===== src/rtl/refill_pkg.sv =====
package refill_pkg;

    typedef enum logic [1:0] {
        ST_IDLE   = 2'd0,
        ST_ISSUE  = 2'd1,
        ST_WAIT   = 2'd2,
        ST_FINISH = 2'd3
    } refill_state_e;

endpackage


===== src/rtl/refill_fsm.sv =====
module refill_fsm
    import refill_pkg::*;
#(
    parameter int WORDS = 4,
    localparam int IDX_W = (WORDS > 1) ? $clog2(WORDS) : 1
) (
    input  logic             clk,
    input  logic             rst_n,
    input  logic             miss_valid,
    input  logic             mem_req_ready,
    input  logic             mem_rsp_valid,
    output logic             accept,
    output logic             beat_adv,
    output logic             last_beat,
    output logic [IDX_W-1:0] beat_cnt,
    output logic             mem_req_valid,
    output logic             busy,
    output logic             line_done
);

    localparam logic [IDX_W-1:0] LAST_BEAT = IDX_W'(WORDS - 1);

    refill_state_e state_q, state_d;

    assign last_beat = (beat_cnt == LAST_BEAT);

    // state register
    always_ff @(posedge clk or negedge rst_n) begin
        if (!rst_n) state_q <= ST_IDLE;
        else        state_q <= state_d;
    end

    // next-state and outputs
    always_comb begin
        state_d       = state_q;
        accept        = 1'b0;
        beat_adv      = 1'b0;
        mem_req_valid = 1'b0;
        busy          = 1'b1;
        line_done     = 1'b0;
        unique case (state_q)
            ST_IDLE: begin
                busy = 1'b0;
                if (miss_valid) begin
                    accept  = 1'b1;
                    state_d = ST_ISSUE;
                end
            end
            ST_ISSUE: begin
                mem_req_valid = 1'b1;
                if (mem_req_ready) state_d = ST_WAIT;
            end
            ST_WAIT: begin
                if (mem_rsp_valid) begin
                    beat_adv = 1'b1;
                    state_d  = last_beat ? ST_FINISH : ST_ISSUE;
                end
            end
            ST_FINISH: begin
                line_done = 1'b1;
                state_d   = ST_IDLE;
            end
            default: state_d = ST_IDLE;
        endcase
    end

    // beat counter
    always_ff @(posedge clk or negedge rst_n) begin
        if (!rst_n)        beat_cnt <= '0;
        else if (accept)   beat_cnt <= '0;
        else if (beat_adv) beat_cnt <= last_beat ? '0 : beat_cnt + 1'b1;
    end

endmodule


===== src/rtl/beat_order_gen.sv =====
module beat_order_gen #(
    parameter int WORDS = 4,
    localparam int IDX_W = (WORDS > 1) ? $clog2(WORDS) : 1
) (
    input  logic [IDX_W-1:0] start_idx,
    input  logic             early_mode,
    input  logic [IDX_W-1:0] beat_cnt,
    output logic [IDX_W-1:0] word_idx
);

    localparam bit POW2 = ((WORDS & (WORDS - 1)) == 0);

    logic [IDX_W-1:0] base;
    assign base = early_mode ? '0 : start_idx;

    generate
        if (WORDS == 1) begin : g_single
            assign word_idx = '0;
        end else if (POW2) begin : g_pow2
            // wrap by natural truncation
            assign word_idx = base + beat_cnt;
        end else begin : g_generic
            logic [IDX_W:0] sum;
            assign sum      = {1'b0, base} + {1'b0, beat_cnt};
            assign word_idx = (sum >= (IDX_W+1)'(WORDS))
                              ? IDX_W'(sum - (IDX_W+1)'(WORDS))
                              : IDX_W'(sum);
        end
    endgenerate

endmodule


===== src/rtl/line_store.sv =====
module line_store #(
    parameter int WORDS  = 4,
    parameter int WORD_W = 32,
    localparam int IDX_W = (WORDS > 1) ? $clog2(WORDS) : 1
) (
    input  logic                    clk,
    input  logic                    rst_n,
    input  logic                    wr_en,
    input  logic [IDX_W-1:0]        wr_idx,
    input  logic [WORD_W-1:0]       wr_data,
    output logic [WORDS*WORD_W-1:0] line_data
);

    generate
        for (genvar i = 0; i < WORDS; i++) begin : g_word
            logic [WORD_W-1:0] word_q;
            always_ff @(posedge clk or negedge rst_n) begin
                if (!rst_n)
                    word_q <= '0;
                else if (wr_en && (wr_idx == IDX_W'(i)))
                    word_q <= wr_data;
            end
            assign line_data[i*WORD_W +: WORD_W] = word_q;
        end
    endgenerate

endmodule


===== src/rtl/line_refill_seq.sv =====
module line_refill_seq #(
    parameter int WORDS       = 4,
    parameter int WORD_W      = 32,
    parameter int LINE_ADDR_W = 26,
    localparam int IDX_W      = (WORDS > 1) ? $clog2(WORDS) : 1,
    localparam int ADDR_W     = LINE_ADDR_W + IDX_W
) (
    input  logic                    clk,
    input  logic                    rst_n,
    input  logic                    miss_valid,
    output logic                    miss_ready,
    input  logic [LINE_ADDR_W-1:0]  miss_line_addr,
    input  logic [IDX_W-1:0]        miss_word_idx,
    input  logic                    mode_early,
    output logic                    mem_req_valid,
    input  logic                    mem_req_ready,
    output logic [ADDR_W-1:0]       mem_req_addr,
    input  logic                    mem_rsp_valid,
    input  logic [WORD_W-1:0]       mem_rsp_data,
    output logic                    restart_pulse,
    output logic [WORD_W-1:0]       restart_word,
    output logic                    line_done,
    output logic                    line_valid,
    output logic [WORDS*WORD_W-1:0] line_data,
    output logic                    busy
);

    logic             accept, beat_adv, last_beat;
    logic [IDX_W-1:0] beat_cnt, word_idx;

    logic [LINE_ADDR_W-1:0] line_q;
    logic [IDX_W-1:0]       crit_q;
    logic                   early_q;

    refill_fsm #(.WORDS(WORDS)) u_fsm (
        .clk           (clk),
        .rst_n         (rst_n),
        .miss_valid    (miss_valid),
        .mem_req_ready (mem_req_ready),
        .mem_rsp_valid (mem_rsp_valid),
        .accept        (accept),
        .beat_adv      (beat_adv),
        .last_beat     (last_beat),
        .beat_cnt      (beat_cnt),
        .mem_req_valid (mem_req_valid),
        .busy          (busy),
        .line_done     (line_done)
    );

    beat_order_gen #(.WORDS(WORDS)) u_order (
        .start_idx  (crit_q),
        .early_mode (early_q),
        .beat_cnt   (beat_cnt),
        .word_idx   (word_idx)
    );

    line_store #(.WORDS(WORDS), .WORD_W(WORD_W)) u_store (
        .clk       (clk),
        .rst_n     (rst_n),
        .wr_en     (beat_adv),
        .wr_idx    (word_idx),
        .wr_data   (mem_rsp_data),
        .line_data (line_data)
    );

    assign miss_ready   = !busy;
    assign mem_req_addr = {line_q, word_idx};

    // miss capture, sampled only on acceptance
    always_ff @(posedge clk or negedge rst_n) begin
        if (!rst_n) begin
            line_q  <= '0;
            crit_q  <= '0;
            early_q <= 1'b0;
        end else if (accept) begin
            line_q  <= miss_line_addr;
            crit_q  <= miss_word_idx;
            early_q <= mode_early;
        end
    end

    // restart release and line validity
    always_ff @(posedge clk or negedge rst_n) begin
        if (!rst_n) begin
            restart_pulse <= 1'b0;
            restart_word  <= '0;
            line_valid    <= 1'b0;
        end else begin
            restart_pulse <= beat_adv && (word_idx == crit_q);
            if (beat_adv && (word_idx == crit_q))
                restart_word <= mem_rsp_data;
            if (accept)
                line_valid <= 1'b0;
            else if (beat_adv && last_beat)
                line_valid <= 1'b1;
        end
    end

endmodule


===== config.mk =====
export PLATFORM = sky130hd
export DESIGN_NAME = line_refill_seq
export DESIGN_NICKNAME = d
export VERILOG_FILES = /design/src/rtl/refill_pkg.sv /design/src/rtl/refill_fsm.sv /design/src/rtl/beat_order_gen.sv /design/src/rtl/line_store.sv /design/src/rtl/line_refill_seq.sv
export SDC_FILE = /design/constraint.sdc
export NUM_CORES = 1
export LEC_CHECK = 0
export ABC_CLOCK_PERIOD_IN_PS = 2400
export BUFFER_PORTS_ARGS = -buffer_cell sky130_fd_sc_hd__buf_2
export CORE_ASPECT_RATIO = 2
export CORE_UTILIZATION = 30
export DETAILED_ROUTE_END_ITERATION = 6
export GPL_TIMING_DRIVEN = 0
export PLACE_DENSITY = 0.54
export SYNTH_ARGS = -nofsm -noshare
export SYNTH_HDL_FRONTEND = slang
export SYNTH_HIERARCHICAL = 1
export SYNTH_SLANG_ARGS = --single-unit

===== constraint.sdc =====
create_clock -name clk -period 2.4 [get_ports clk]
set_input_delay 0.6 -clock clk [delete_from_list [all_inputs] [get_ports clk]]
set_output_delay 0.6 -clock clk [all_outputs]
set_load 0.1 [all_outputs]

==> impl_metrics.yaml <==
outcome:
  violations: "negative setup slack"
  status: "complete, but fails checks"
synth:
  ys_seq_area_share_pct: 65.1
  synth-simple-area-share_pct: 1.55
  async_flop_share_pct: 100
  synth_xor_area_share_pct: 0.467
  synth_compound_area_share_pct: 0.768
  synth_top_family_by_area: "multiplexers"
  ys_types: 28
  synthAdderAreaFrac_pct: 0.334
  synth-edff-count: 0
  avgSynthCellArea_sq_um: 17.0
  synth_cells: 441
  synth-seq-cells: 195
  synth_area_sq_mm: 0.00750
  synth_warnings: 6
  synthMuxAreaShare_pct: 30.0
  synth_nets: 509
  ys.flop_type: "dfrtp_1"
cts:
  cts.hold.buffers_added: 0
  clockRootBuffer: "clkbuf_16"
  cts_tree: "done"
  cts_buffer_depth: 2
  h-tree-depth: 4
  cts.sinks: 195
  clk_latency_ps: 440
  cts.clk_slew.worst_paths_ps: 70
  cts-buffers-inserted: 17
floorplan:
  core.rowCount: 81
  die_width_um: 114
  initial_core_util_pct: 30.6
  die_area_sq_mm: 0.0257
  coreArea_sq_mm: 0.0245
  die_h_um: 226
  pin_count: 260
sta:
  slew_headroom_pct: 46.9
  fin_crit_ps: 2430
  worst_slack_ps: -27.1
  slew_viol_final: 0
  period_share_pct: 101
  rsz0062_at_grt: "true"
  report.final.setup_viol: 1
  skew_ps: 8.52
  finalHoldWorstSlack_ps: 191
  worst_pin_slew_ps: 797
  fmax_mhz: 412
  hold_violations: 0
route:
  vias_per_cell: 4.45
  drt_iter0_drc: 154
  wirelength_um: 19800
  antenna_left: 0
  route.detailed.drc: 0
  vias: 4771
  firstDrtPassIters: 4
  post_drt_wl_per_cell_um: 18.4
worst_setup_path:
  cp_max_fo: 6
  crit_type: "register to output pin"
  end_kind: "output pin"
  required_ps: 1800
  startpoint_type: "register"
  cp_data_arrival_time_ps: 1830
global_routing:
  grt-busiest-layer: "met2"
  grt_first_pass_wirelength_um: 30100
  grt_overflow: 0
  grt_pass1_vias: 5106
  grtUsageMet2_pct: 29.5
  grt_use_total_pct: 16.0
  antenna_found_initial: 1
  grt_max_degree: 105
  grtUsageMet3_pct: 3.47
  met1_usage_pct: 16.6
worst_hold_path:
  hold_path.class: "input pin to async pin"
placement:
  dp_hpwl_um: 14500
  post-place-ws_ps: -425
  port_buffers: 259
  gp_congestion: 0.748
flow_run:
  max_cap_violations: 0
layout:
  drive_above_1_share_pct: 69.6
  nets: 796
  syn_to_final_growth_pct: 35.5
  fillCellCount: 2354
==> cell type report <==
cell class,instances,area [sq um],area share (%)
diodes,1,2.50,0.0246
flip-flops and latches,195,4880,48.1
clock inverters,11,124,1.22
clock buffers,20,467,4.60
inverters,5,18.8,0.185
plain buffers,18,161,1.59
repair buffers,268,1410,13.9
well taps,332,415,4.09
multi-input cells,223,2670,26.3
==> synthesized netlist by cell type (3+ instances only) <==
| library cell | instances | share of area (%) |
|---|---|---|
| o21ai_0 | 4 | 0.27 |
| buf_6 | 3 | 0.45 |
| xnor2_1 | 4 | 0.47 |
| buf_2 | 12 | 0.80 |
| inv_1 | 5 | 0.25 |
| nor2_1 | 3 | 0.15 |
| buf_4 | 3 | 0.30 |
| dfrtp_1 | 195 | 65 |
| mux2_2 | 158 | 24 |
| mux2_4 | 29 | 5.8 |
==> routing by layer <==
| layer | vias to the layer above | wire [um] |
|---|---|---|
| met5 | - | 0 |
| met4 | 0 | 660 |
| met3 | 33 | 789 |
| met2 | 150 | 11200 |
| met1 | 2459 | 7060 |
| li1 | 2129 | - |
==> flip-flops by register name, summed over array words and instances (netlist names) <==
signal and flops:
u_store/g_word.word_q 128, restart_word 32, line_q 26, crit_q 2, u_fsm/beat_cnt 2, u_fsm/state_q 2
early_q 1, line_valid 1, restart_pulse 1
==> repair_timing <==
action / 4_1_cts / 5_1_grt
endpoints found under the setup margin: 91 / 139
gates resized for setup: 7 / 10
setup buffers: 0 / 8
pin swaps: 0 / 2
==> cell families after synthesis <==
logic type,Yosys count
DFF,195
AOI/OAI and AO/OA,9
buffers and inverters,23
xor gates and xnor gates,4
muxes,190
adders and majority gates,2
and+or+nand+nor,18
==> worst max-delay path: stages, from the launching register on <==
cell and delay (ps):
dfrtp_1 400, nor2b_4 140, ha_4 170, xnor2_4 160, xnor2_4 300, buf_12 220
==> metrics by stage <==
step,utilization [%],TNS (ps),cell area (sq um),instances
after floorplan,-,-7150,7670,441
final,41.4,-27.1,10200,1073
after detailed placement,38.4,-33960,9420,1033
after global placement,38.3,-466780,9380,1032
after global routing,41.4,-1650,10200,1073
after CTS,40.9,-119,10000,1064
==> worst paths after layout <==
kind | cells after the start | from | to | slack, ps
max | 5 | crit_q[0]$_DFFE_PN0P_ | mem_req_addr[1] | -30
min in group clk | 2 | miss_line_addr[6] | line_q[6]$_DFFE_PN0P_ | 390
min | 1 | rst_n | u_store/g_word[1].word_q[15]$_DFFE_PN0P_ | 190
max in group asynchronous | 2 | rst_n | line_q[12]$_DFFE_PN0P_ | 1270
max reg2reg | 9 | crit_q[0]$_DFFE_PN0P_ | restart_word[22]$_DFFE_PN0P_ | 70
min reg2reg | 2 | line_valid$_DFFE_PN0P_ | line_valid$_DFFE_PN0P_ | 500
==> cells in the final DEF (no fill, tap or decap), drive strengths merged, types with 2 or more instances in the layout <==
cell / netlist / layout
clkbuf: 0 / 21
mux2: 189 / 189
nand3b: 2 / 2
o21ai: 4 / 4
nand2: 2 / 2
nand3: 2 / 2
nor2b: 4 / 4
xnor2: 4 / 4
clkinv: 0 / 5
a22o: 2 / 2
nor2: 3 / 3
inv: 5 / 9
bufinv: 0 / 2
dfrtp: 195 / 195
ha: 2 / 2
buf: 18 / 285
Power is not shown: default switching activity piles up to over one toggle a cycle in this logic, so the estimate is an artifact.
